## src/rtl/rxla_pkg.sv

```systemverilog
`timescale 1ns/1ps
package rxla_pkg;

    localparam int OWN_BIT      = 31;
    localparam int STP_BIT      = 30;
    localparam int ENP_BIT      = 29;
    localparam int ERR_BIT      = 28;
    localparam int EARLY_EN_BIT = 5;

    typedef enum logic [3:0] {
        ST_POLL_ST,
        ST_POLL_ST_W,
        ST_POLL_PT,
        ST_POLL_PT_W,
        ST_WAIT,
        ST_LA_ST,
        ST_LA_ST_W,
        ST_LA_PT,
        ST_LA_PT_W,
        ST_DATA,
        ST_WB,
        ST_DROP
    } rxla_state_e;

    typedef enum logic [1:0] {
        WB_CHAIN,
        WB_END,
        WB_ERR
    } rxla_wb_e;

endpackage

```

## src/rtl/rxla_stage_fifo.sv

```systemverilog
`timescale 1ns/1ps
module rxla_stage_fifo #(
    parameter int DEPTH = 128,
    localparam int PW  = $clog2(DEPTH),
    localparam int LVW = PW + 1
) (
    input  logic           clk,
    input  logic           rst_n,
    input  logic           in_valid_i,
    input  logic [7:0]     in_data_i,
    input  logic           in_last_i,
    output logic           in_ready_o,
    input  logic           pop_i,
    output logic [7:0]     head_data_o,
    output logic           head_last_o,
    output logic           empty_o,
    output logic [LVW-1:0] level_o,
    output logic           has_eof_o
);
    typedef struct packed {
        logic [PW-1:0]  wr;
        logic [PW-1:0]  rd;
        logic [LVW-1:0] level;
        logic [LVW-1:0] eofs;
    } fifo_t;

    fifo_t q, n;
    logic [8:0] store_q [DEPTH];
    logic push, pop_ok;

    assign in_ready_o  = (q.level != LVW'(DEPTH));
    assign empty_o     = (q.level == '0);
    assign level_o     = q.level;
    assign has_eof_o   = (q.eofs != '0);
    assign head_data_o = store_q[q.rd][7:0];
    assign head_last_o = store_q[q.rd][8];

    always_comb begin
        n      = q;
        push   = in_valid_i && in_ready_o;
        pop_ok = pop_i && !empty_o;
        if (push)   n.wr = q.wr + PW'(1);
        if (pop_ok) n.rd = q.rd + PW'(1);
        n.level = q.level + LVW'(push) - LVW'(pop_ok);
        n.eofs  = q.eofs + LVW'(push && in_last_i) - LVW'(pop_ok && head_last_o);
    end

    always_ff @(posedge clk) begin
        if (!rst_n) q <= '0;
        else        q <= n;
    end

    always_ff @(posedge clk) begin
        if (push) store_q[q.wr] <= {in_last_i, in_data_i};
    end
endmodule

```

## src/rtl/rxla_ring_step.sv

```systemverilog
`timescale 1ns/1ps
module rxla_ring_step #(
    parameter int IW = 4
) (
    input  logic [IW-1:0] idx_i,
    input  logic [IW:0]   ring_len_i,
    output logic [IW-1:0] nxt_idx_o
);
    logic [IW:0] inc;

    always_comb begin
        inc       = {1'b0, idx_i} + (IW+1)'(1);
        nxt_idx_o = (inc >= ring_len_i) ? '0 : inc[IW-1:0];
    end
endmodule

```

## src/rtl/rxla_ctrl.sv

```systemverilog
`timescale 1ns/1ps
module rxla_ctrl
    import rxla_pkg::*;
#(
    parameter int AW = 16,
    parameter int IW = 4,
    parameter int LW = 16
) (
    input  logic          clk,
    input  logic          rst_n,
    input  logic [AW-1:0] ring_base_i,
    output logic [IW-1:0] idx_o,
    input  logic [IW-1:0] nxt_idx_i,
    input  logic          early_en_i,
    input  logic          go_i,
    input  logic          fifo_empty_i,
    input  logic [7:0]    fifo_data_i,
    input  logic          fifo_last_i,
    output logic          pop_o,
    output logic          mem_req_o,
    output logic          mem_we_o,
    output logic [AW-1:0] mem_addr_o,
    output logic [31:0]   mem_wdata_o,
    input  logic [31:0]   mem_rdata_i,
    output logic          rint_o,
    output logic          buf_err_o,
    output logic          dat_wr_o,
    output logic          st_wr_o,
    output logic [AW-1:0] cur_ptr_o,
    output logic [LW-1:0] cur_len_o,
    output logic          cur_own_o
);
    typedef struct packed {
        rxla_state_e   st;
        logic [IW-1:0] idx;
        logic [AW-1:0] cur_ptr;
        logic [LW-1:0] cur_len;
        logic          cur_own;
        logic [AW-1:0] nxt_ptr;
        logic [LW-1:0] nxt_len;
        logic          nxt_own;
        logic [LW-1:0] off;
        logic [LW-1:0] tot;
        logic          first;
        logic          lc;
        rxla_wb_e      kind;
        logic          rint;
        logic          err;
    } ctrl_t;

    ctrl_t q, n;
    logic  unused_rd;

    assign unused_rd = ^mem_rdata_i;
    assign idx_o     = q.idx;
    assign rint_o    = q.rint;
    assign buf_err_o = q.err;
    assign cur_ptr_o = q.cur_ptr;
    assign cur_len_o = q.cur_len;
    assign cur_own_o = q.cur_own;

    function automatic logic [AW-1:0] desc_addr(input logic [IW-1:0] i);
        return ring_base_i + AW'({i, 1'b0});
    endfunction

    always_comb begin
        n           = q;
        n.rint      = 1'b0;
        pop_o       = 1'b0;
        mem_req_o   = 1'b0;
        mem_we_o    = 1'b0;
        mem_addr_o  = '0;
        mem_wdata_o = '0;
        dat_wr_o    = 1'b0;
        st_wr_o     = 1'b0;
        unique case (q.st)
            ST_POLL_ST: begin
                mem_req_o  = 1'b1;
                mem_addr_o = desc_addr(q.idx) + AW'(1);
                n.st       = ST_POLL_ST_W;
            end
            ST_POLL_ST_W: begin
                if (mem_rdata_i[OWN_BIT]) begin
                    n.cur_len = mem_rdata_i[LW-1:0];
                    n.st      = ST_POLL_PT;
                end else begin
                    n.st = ST_POLL_ST;
                end
            end
            ST_POLL_PT: begin
                mem_req_o  = 1'b1;
                mem_addr_o = desc_addr(q.idx);
                n.st       = ST_POLL_PT_W;
            end
            ST_POLL_PT_W: begin
                n.cur_ptr = mem_rdata_i[AW-1:0];
                n.cur_own = 1'b1;
                n.st      = ST_WAIT;
            end
            ST_WAIT: begin
                if (go_i) begin
                    n.first = 1'b1;
                    n.tot   = '0;
                    n.off   = '0;
                    n.lc    = 1'b0;
                    n.st    = ST_LA_ST;
                end
            end
            ST_LA_ST: begin
                mem_req_o  = 1'b1;
                mem_addr_o = desc_addr(nxt_idx_i) + AW'(1);
                n.st       = ST_LA_ST_W;
            end
            ST_LA_ST_W: begin
                n.nxt_own = mem_rdata_i[OWN_BIT];
                n.nxt_len = mem_rdata_i[LW-1:0];
                if (mem_rdata_i[OWN_BIT]) begin
                    n.st = ST_LA_PT;
                end else if (q.lc) begin
                    n.kind = WB_ERR;
                    n.st   = ST_WB;
                end else begin
                    n.st = ST_DATA;
                end
            end
            ST_LA_PT: begin
                mem_req_o  = 1'b1;
                mem_addr_o = desc_addr(nxt_idx_i);
                n.st       = ST_LA_PT_W;
            end
            ST_LA_PT_W: begin
                n.nxt_ptr = mem_rdata_i[AW-1:0];
                if (q.lc) begin
                    n.kind = WB_CHAIN;
                    n.st   = ST_WB;
                end else begin
                    n.st = ST_DATA;
                end
            end
            ST_DATA: begin
                if (!fifo_empty_i) begin
                    pop_o       = 1'b1;
                    mem_req_o   = 1'b1;
                    mem_we_o    = 1'b1;
                    dat_wr_o    = 1'b1;
                    mem_addr_o  = q.cur_ptr + AW'(q.off);
                    mem_wdata_o = {24'd0, fifo_data_i};
                    n.tot       = q.tot + LW'(1);
                    if (fifo_last_i) begin
                        n.kind = WB_END;
                        n.st   = ST_WB;
                    end else if (q.off + LW'(1) == q.cur_len) begin
                        if (q.nxt_own) begin
                            n.kind = WB_CHAIN;
                            n.st   = ST_WB;
                        end else begin
                            n.lc = 1'b1;
                            n.st = ST_LA_ST;
                        end
                    end else begin
                        n.off = q.off + LW'(1);
                    end
                end
            end
            ST_WB: begin
                mem_req_o             = 1'b1;
                mem_we_o              = 1'b1;
                st_wr_o               = 1'b1;
                mem_addr_o            = desc_addr(q.idx) + AW'(1);
                mem_wdata_o[STP_BIT]  = q.first;
                mem_wdata_o[ENP_BIT]  = (q.kind == WB_END);
                mem_wdata_o[ERR_BIT]  = (q.kind == WB_ERR);
                mem_wdata_o[LW-1:0]   = (q.kind == WB_END) ? q.tot : q.cur_len;
                n.rint    = (q.kind == WB_END) || (q.first && early_en_i && q.kind == WB_CHAIN);
                n.err     = q.err || (q.kind == WB_ERR);
                n.idx     = nxt_idx_i;
                n.first   = 1'b0;
                n.off     = '0;
                n.lc      = 1'b0;
                n.nxt_own = 1'b0;
                unique case (q.kind)
                    WB_CHAIN: begin
                        n.cur_ptr = q.nxt_ptr;
                        n.cur_len = q.nxt_len;
                        n.cur_own = 1'b1;
                        n.st      = ST_DATA;
                    end
                    WB_END: begin
                        n.cur_own = 1'b0;
                        n.st      = ST_POLL_ST;
                    end
                    default: begin
                        n.cur_own = 1'b0;
                        n.st      = ST_DROP;
                    end
                endcase
            end
            ST_DROP: begin
                if (!fifo_empty_i) begin
                    pop_o = 1'b1;
                    if (fifo_last_i) n.st = ST_POLL_ST;
                end
            end
            default: n.st = ST_POLL_ST;
        endcase
    end

    always_ff @(posedge clk) begin
        if (!rst_n) begin
            q      <= '0;
            q.st   <= ST_POLL_ST;
            q.kind <= WB_CHAIN;
        end else begin
            q <= n;
        end
    end
endmodule

```

## src/rtl/rxla_engine.sv

```systemverilog
`timescale 1ns/1ps
module rxla_engine
    import rxla_pkg::*;
#(
    parameter int AW     = 16,
    parameter int IW     = 4,
    parameter int LW     = 16,
    parameter int THRESH = 64,
    parameter int DEPTH  = 128,
    localparam int LVW   = $clog2(DEPTH) + 1
) (
    input  logic          clk,
    input  logic          rst_n,
    input  logic [AW-1:0] ring_base_i,
    input  logic [IW:0]   ring_len_i,
    input  logic [7:0]    ctrl_i,
    input  logic          rx_valid_i,
    input  logic [7:0]    rx_data_i,
    input  logic          rx_last_i,
    output logic          rx_ready_o,
    output logic          mem_req_o,
    output logic          mem_we_o,
    output logic [AW-1:0] mem_addr_o,
    output logic [31:0]   mem_wdata_o,
    input  logic [31:0]   mem_rdata_i,
    output logic          rint_o,
    output logic          buf_err_o
);
    logic [7:0]     head_data;
    logic           head_last;
    logic           fifo_empty;
    logic [LVW-1:0] fifo_level;
    logic           fifo_has_eof;
    logic           fifo_pop;
    logic           fifo_go;
    logic [IW-1:0]  idx;
    logic [IW-1:0]  nxt_idx;
    logic           dat_wr;
    logic           st_wr;
    logic [AW-1:0]  cur_ptr;
    logic [LW-1:0]  cur_len;
    logic           cur_own;
    logic           unused_ctrl;

    assign unused_ctrl = ^(ctrl_i & ~(8'd1 << EARLY_EN_BIT));
    assign fifo_go     = (32'(fifo_level) >= THRESH) || fifo_has_eof;

    rxla_stage_fifo #(.DEPTH(DEPTH)) u_stage (
        .clk         (clk),
        .rst_n       (rst_n),
        .in_valid_i  (rx_valid_i),
        .in_data_i   (rx_data_i),
        .in_last_i   (rx_last_i),
        .in_ready_o  (rx_ready_o),
        .pop_i       (fifo_pop),
        .head_data_o (head_data),
        .head_last_o (head_last),
        .empty_o     (fifo_empty),
        .level_o     (fifo_level),
        .has_eof_o   (fifo_has_eof)
    );

    rxla_ring_step #(.IW(IW)) u_step (
        .idx_i      (idx),
        .ring_len_i (ring_len_i),
        .nxt_idx_o  (nxt_idx)
    );

    rxla_ctrl #(.AW(AW), .IW(IW), .LW(LW)) u_ctrl (
        .clk          (clk),
        .rst_n        (rst_n),
        .ring_base_i  (ring_base_i),
        .idx_o        (idx),
        .nxt_idx_i    (nxt_idx),
        .early_en_i   (ctrl_i[EARLY_EN_BIT]),
        .go_i         (fifo_go),
        .fifo_empty_i (fifo_empty),
        .fifo_data_i  (head_data),
        .fifo_last_i  (head_last),
        .pop_o        (fifo_pop),
        .mem_req_o    (mem_req_o),
        .mem_we_o     (mem_we_o),
        .mem_addr_o   (mem_addr_o),
        .mem_wdata_o  (mem_wdata_o),
        .mem_rdata_i  (mem_rdata_i),
        .rint_o       (rint_o),
        .buf_err_o    (buf_err_o),
        .dat_wr_o     (dat_wr),
        .st_wr_o      (st_wr),
        .cur_ptr_o    (cur_ptr),
        .cur_len_o    (cur_len),
        .cur_own_o    (cur_own)
    );
endmodule

```

## config.mk

```make
export PLATFORM = sky130hd
export DESIGN_NAME = rxla_engine
export DESIGN_NICKNAME = d
export VERILOG_FILES = /design/src/rtl/rxla_pkg.sv /design/src/rtl/rxla_stage_fifo.sv /design/src/rtl/rxla_ring_step.sv /design/src/rtl/rxla_ctrl.sv /design/src/rtl/rxla_engine.sv
export SDC_FILE = /design/constraint.sdc
export NUM_CORES = 2
export LEC_CHECK = 0
export ABC_AREA = 1
export CAP_MARGIN = 10
export CORE_MARGIN = 8
export CORE_UTILIZATION = 45
export CTS_BUF_LIST = sky130_fd_sc_hd__clkbuf_16
export DETAILED_ROUTE_END_ITERATION = 8
export PLACE_DENSITY = 0.58
export SETUP_SLACK_MARGIN = 0.4
export SYNTH_ARGS = -nofsm -noshare
export SYNTH_HDL_FRONTEND = slang
export SYNTH_SLANG_ARGS = --single-unit
```

## constraint.sdc

```tcl
create_clock -name clk -period 5.39 [get_ports clk]
set_clock_uncertainty 0.15 [all_clocks]
set_input_delay 0.8085 -clock clk [delete_from_list [all_inputs] [get_ports clk]]
set_output_delay 0.8085 -clock clk [all_outputs]
set_load 0.05 [all_outputs]
```

# After elaboration in Yosys (flattened, before gate mapping)
# Memories as Yosys holds them, arrays and structs flattened. A register that Yosys moved wholly into a read port is not among the register bits.
# Index checks and enable logic that the tools add are counted.
# totals
mem_bits_rw,1152
input_bits,73
mem_count,1
output_inout_bits,53
ff_bits,141
elab_cells,148
# mem_list
name,words,word_bits,rd,rd_clocked_by_memory_dff,wr,line,text
u_stage.store_q,128,9,1,1,1,rxla_stage_fifo.sv:28,logic [8:0] store_q [DEPTH];
# op_classes
n_reduce_logical,33
n_eq_ne,30
order_cmp,2
muxes,50
addsub,14
# op_table
operator,count
case mux 16 bit (2 select lines),4
2-to-1 mux 16 bit,5
case mux 16 bit (5 select lines),1
adder 16 x 1 -> 16 bit (second input constant),4
2-to-1 mux 32 bit,2
case mux 16 bit (3 select lines),1
case mux 4 bit (12 select lines),1
2-to-1 mux 4 bit,9
2-to-1 mux 34 bit,1
adder 16 x 5 -> 16 bit,2
adder 16 bit,1
adder 8 x 1 -> 8 bit,2
== test 16 bit,1
== test 4 x 3 -> 1 bit (second input constant),4
== test 4 bit (second input constant),4
!= test 2 bit (second input constant),8
subtractor 8 x 1 -> 8 bit,2
adder 7 x 1 -> 7 bit (second input constant),2
2-to-1 mux 2 bit,7
2-to-1 mux 7 bit,2
!= test 2 x 1 -> 1 bit (second input constant),5
AND reduction 5 bit,2
nonzero test 2 bit,5
== test 4 x 2 -> 1 bit (second input constant),2
30 further kinds,52

# Logic depth before layout (Yosys ltp)
# logic_depth
ltp_word,6
depth_mapped,28
ltp_nobuf,28

# Hierarchy
# Synthesis repeated with hierarchy kept, for this count alone.
# unflattened
cells_unflattened,5539
area_unflattened_um2,57306.2
# by_module_without_submodules
module,instances,area_each_um2,seq_area_each_um2,cells_each
rxla_stage_fifo,1,48730.5,35333.9,4160
rxla_ctrl,1,8350.5,2242.2,1340
rxla_ring_step,1,214.0,0.0,36
rxla_engine,1,11.3,0.0,3

# Worst setup path before layout
# No wires, ideal clock.
# synth_path
kind,input port to output port
start,in ring_len_i[1]
end,out mem_addr_o[12]
t_required_ps,4431
path_buffers,0
arrival_time_ps,4127
stages,21
slack_ps,304
path_cell_list,inv_1 > ha_1 > a21boi_0 > o21ai_0 > nand2_1 > a21oi_1 > o21bai_1 > nor2_1 > ha_1 > fa_1 > nand3_1 > nand2_1 > nand2_1 > nand2_1 > o21ai_1 > nand3_1 > inv_2 > nand3_2 > nor3_1 > nor2_1 > o21ai_1
# synth_via
elab_chain_cells,5
# synth_rtl
element,line,text
"start, declared",rxla_engine.sv:15,"input logic [IW:0] ring_len_i,"
>= comparator 5 bit *,rxla_ring_step.sv:13,nxt_idx_o = (inc >= ring_len_i) ? '0 : inc[IW-1:0];
2-to-1 mux 4 bit *,rxla_ring_step.sv:13,
named net nxt_idx[0],rxla_engine.sv:37,logic [IW-1:0] nxt_idx;
adder 16 x 5 -> 16 bit *,rxla_ctrl.sv:63,"return ring_base_i + AW'({i, 1'b0});"
adder 16 x 1 -> 16 bit,rxla_ctrl.sv:111,mem_addr_o = desc_addr(nxt_idx_i) + AW'(1);
case mux 16 bit (5 select lines) *,rxla_ctrl.sv:76,unique case (q.st)
"end, declared",rxla_engine.sv:23,"output logic [AW-1:0] mem_addr_o,"
# Mark *: on every way through the listed nets, which the timed path passes. The rest lies on a longest branch.

# Worst setup path after layout
# layout_path
start,in ring_len_i[1]
end,"reg u_ctrl.q, in the netlist u_ctrl.idx_o[0]"
# layout_via
elab_chain_cells,2
# layout_rtl
element,line,text
>= comparator 5 bit,rxla_ring_step.sv:13,
2-to-1 mux 4 bit,rxla_ring_step.sv:13,
named net nxt_idx[0],rxla_engine.sv:37,
"end signal, assigned",rxla_ctrl.sv:214,q <= n;
"end, declared",rxla_ctrl.sv:51,"ctrl_t q, n;"
# The timed path passes the listed nets, and every way through them passes these cells.
# A chain may end at the register's enable or synchronous reset.

==> impl_metrics.py <==
metrics = {
    "setup_path": {
        "crit_path_frequent_cell": "buf_4",
        "cp.arrival_ns": 5.97,
        "critPathKind": "input port to flop",
        "crit_path_top_delay_cell": "clkdlybuf4s50_1",
        "required_ns": 5.86,
        "worstSetupEndpointType": "flop",
        "slowest_delay_ns": 0.46,
        "worstPathMaxFanout": 3,
        "worstSetupStartpointType": "input port",
    },
    "route": {
        "first_pass_iters": 6,
        "viasPerCell": 5.70,
        "drt_iter0_drc": 4112,
        "wirelength_mm": 164,
        "vias": 40296,
        "antenna_left": 0,
        "drt-wirelength-per-cell_um": 23.2,
        "drc": 0,
    },
    "final_layout": {
        "drive_gt1_frac": 0.122,
        "syn2layout_area_growth_pct": 16.8,
        "register_area_um2": 37600,
        "diodes": 0,
        "fillCellCount": 10678,
        "stdcell_count": 7074,
        "finalNetCount": 5466,
        "multiInputGateArea_um2": 16900,
        "fin_area_um2": 65300,
    },
    "synthesis": {
        "synth_compound_area_frac": 0.125,
        "yosysTopAreaCell": "edfxtp_1",
        "synth_mux_area_frac": 0,
        "syn_area_per_cell_um2": 10.9,
        "ys_warn_count": 0,
        "ys_ff_latch": 1300,
        "synth_cells": 5129,
        "synth_fa_ha_area_frac": 0.0148,
        "async_reset_ff_frac": 0,
        "yosys.area_share.simple": 0.146,
        "synth_top_family_by_area": "simple AND/OR/NAND/NOR gates",
        "synth_edf_count": 1152,
        "synth_area_leaders": "edfxtp_1, o21ai_0, nor2_1, dfxtp_1, nand2_1",
        "yosysTopAreaCellShare": 0.619,
        "yosysSeqAreaShare": 0.672,
        "yosysUniqueCellTypes": 63,
        "yosys-top-cells-count": "edfxtp_1, nor2_1, o21ai_0",
        "yosysMostFrequentCell": "edfxtp_1",
        "synth_ff_type": "edfxtp_1",
        "syn-cell-area_um2": 55900,
        "synth-xor-area-share": 0.00475,
    },
    "floorplanning": {
        "die_h_um": 368,
        "die_x_um": 368,
        "core_um2": 123000,
        "ios": 126,
        "rows": 129,
        "die_area_um2": 136000,
        "start_util": 0.453,
    },
    "global_route": {
        "grt_pass1_wl_mm": 244,
        "gr-usage-all-layers": 0.234,
        "grt_start_max_net_pins": 135,
        "grt_antenna_before_repair": 1,
        "grt-ovfl-total": 0,
        "grt_pass1_vias": 37832,
    },
    "clocking": {
        "cts_made_buffers": 138,
        "clock_latency_ns": 0.75,
        "clock-sinks": 1300,
        "ctsRootBufferMaster": "clkbuf_16",
        "path_clk_slew_ns": 0.05,
        "cts_tree": "built",
        "htreeDepth": 4,
        "clockBufferDepth": 3,
        "ctsHoldBuffers": 0,
    },
    "place": {
        "place.gp.congestion": 0.883,
        "place_ws_ns": -0.342,
        "postPlaceCellArea_um2": 59600,
        "hpwl_mm": 102,
        "dp_cells": 6773,
        "portBuffers": 90,
    },
    "sta": {
        "fin_crit_sh": 1.02,
        "setup_violations": 5,
        "setup-tns-final_ns": -0.316,
        "fmax_mhz": 182,
        "fin_ws_ns": -0.118,
        "worstMarginPinSlew_ns": 1.14,
        "rsz0062_at_grt": "true",
        "hold_violations": 0,
        "relSlewSlack": 0.240,
        "whs_ns": 0.302,
        "finalCriticalPeriod_ns": 5.51,
        "slew_violations": 0,
    },
    "worst_hold_path": {
        "hp-class": "flop to flop",
    },
    "power": {
        "ir_drop_mv": 0.255,
        "p_per_area_nw_per_um2": 342,
        "p_leak_nw": 22.9,
    },
    "status": {
        "status": "finished with violations",
        "violations": "negative setup slack",
    },
    "job": {
        "cap_viol_max_count": 0,
    },
}
==> stage by stage <==
stage	total power [mW]	util
global route	23.0	0.529
detailed placement	13.0	0.483
global placement	13.0	0.483
floorplan	12.2	-
finish	22.3	0.529
CTS	22.4	0.524
==> report_power, final <==
part | switching, mW | total [mW] | leakage, nW | internal, mW
registers | 0.0558 | 11.1 | 11.6 | 11.0
logic | 1.19 | 1.82 | 9.00 | 0.628
clock network | 3.96 | 9.39 | 2.31 | 5.43
total | 5.21 | 22.3 | 22.9 | 17.1
==> layer usage <==
metal | vias to the layer above | track usage | routed length [um]
li1 | 18825 | - | -
met1 | 19689 | 0.334 | 71100
met2 | 1518 | 0.370 | 76800
met3 | 264 | 0.0333 | 11500
met4 | 0 | 0.0734 | 4860
met5 | - | 0 | 0
==> cell usage in the layout, fill, tap and decap left out, types with 10 or more instances in the layout <==
cell,n
nor2_2,10
nand3_2,11
nand3_1,303
o21ai_0,706
nor3_1,14
buf_4,235
o221ai_1,13
clkinv_1,31
nand2_1,650
nor2_1,854
xor2_1,16
bufinv_16,13
nor2_4,18
clkinv_2,26
buf_12,39
nand2_2,26
buf_6,28
nand4_1,39
o211ai_1,47
clkbuf_16,142
a21oi_1,122
dfxtp_1,141
ha_1,52
edfxtp_1,1152
clkdlybuf4s50_1,57
o21ai_1,23
o22ai_1,262
inv_1,202
a31oi_1,19
inv_2,17
conb_1,13
==> sequential cells by signal, summed over array words and instances, names as in the netlist, named ones only <==
register          cells
u_stage.store_q    1152
u_ctrl.q             73
u_stage.q            22
u_ctrl.cur_len_o     16
u_ctrl.cur_ptr_o     16
u_stage.level_o       8
u_ctrl.idx_o          4
u_ctrl.buf_err_o      1
u_ctrl.rint_o         1
==> path summary, 6_finish.rpt <==
kind | from | to | slack [ns] | cells past startpoint
worst max-delay path | ring_len_i[1] | u_ctrl.idx_o[0] | -0.12 | 42
worst min-delay path | u_ctrl.q[48] | u_ctrl.q[48] | 0.30 | 2
worst max register to register | u_ctrl.idx_o[1] | u_ctrl.idx_o[0] | -0.10 | 41
worst min register to register | u_ctrl.q[48] | u_ctrl.q[48] | 0.30 | 2
==> cell type report <==
class | count | share of cell area
sequential | 1300 | 0.576
multi-input combinational | 3323 | 0.258
clock buffer | 142 | 0.0544
timing repair buffer | 363 | 0.0535
tap | 1637 | 0.0314
clock inverter | 105 | 0.0142
inverter | 204 | 0.0125
==> logic make-up after synthesis <==
| family | count (synthesis) |
|---|---|
| simple gates | 1967 |
| other cells | 1 |
| flops | 1300 |
| buf+inv | 518 |
| xor+xnor | 27 |
| compound gates | 1253 |
| fa+ha+maj | 63 |
==> worst max-delay path: cells and delay by family <==
kind / cells / cell delay (ns)
fa+ha+maj: 1 / 0.25
compound gates: 4 / 0.49
buf+inv: 33 / 4.15
simple gates: 4 / 0.26
==> repair_timing <==
action                     in CTS  in global routing
buffers inserted               45                  9
pin swaps                      31                 36
setup endpoints to repair      22                 22
gates resized for setup        84                 89
No activity file was read; power rests on OpenSTA's default activity.
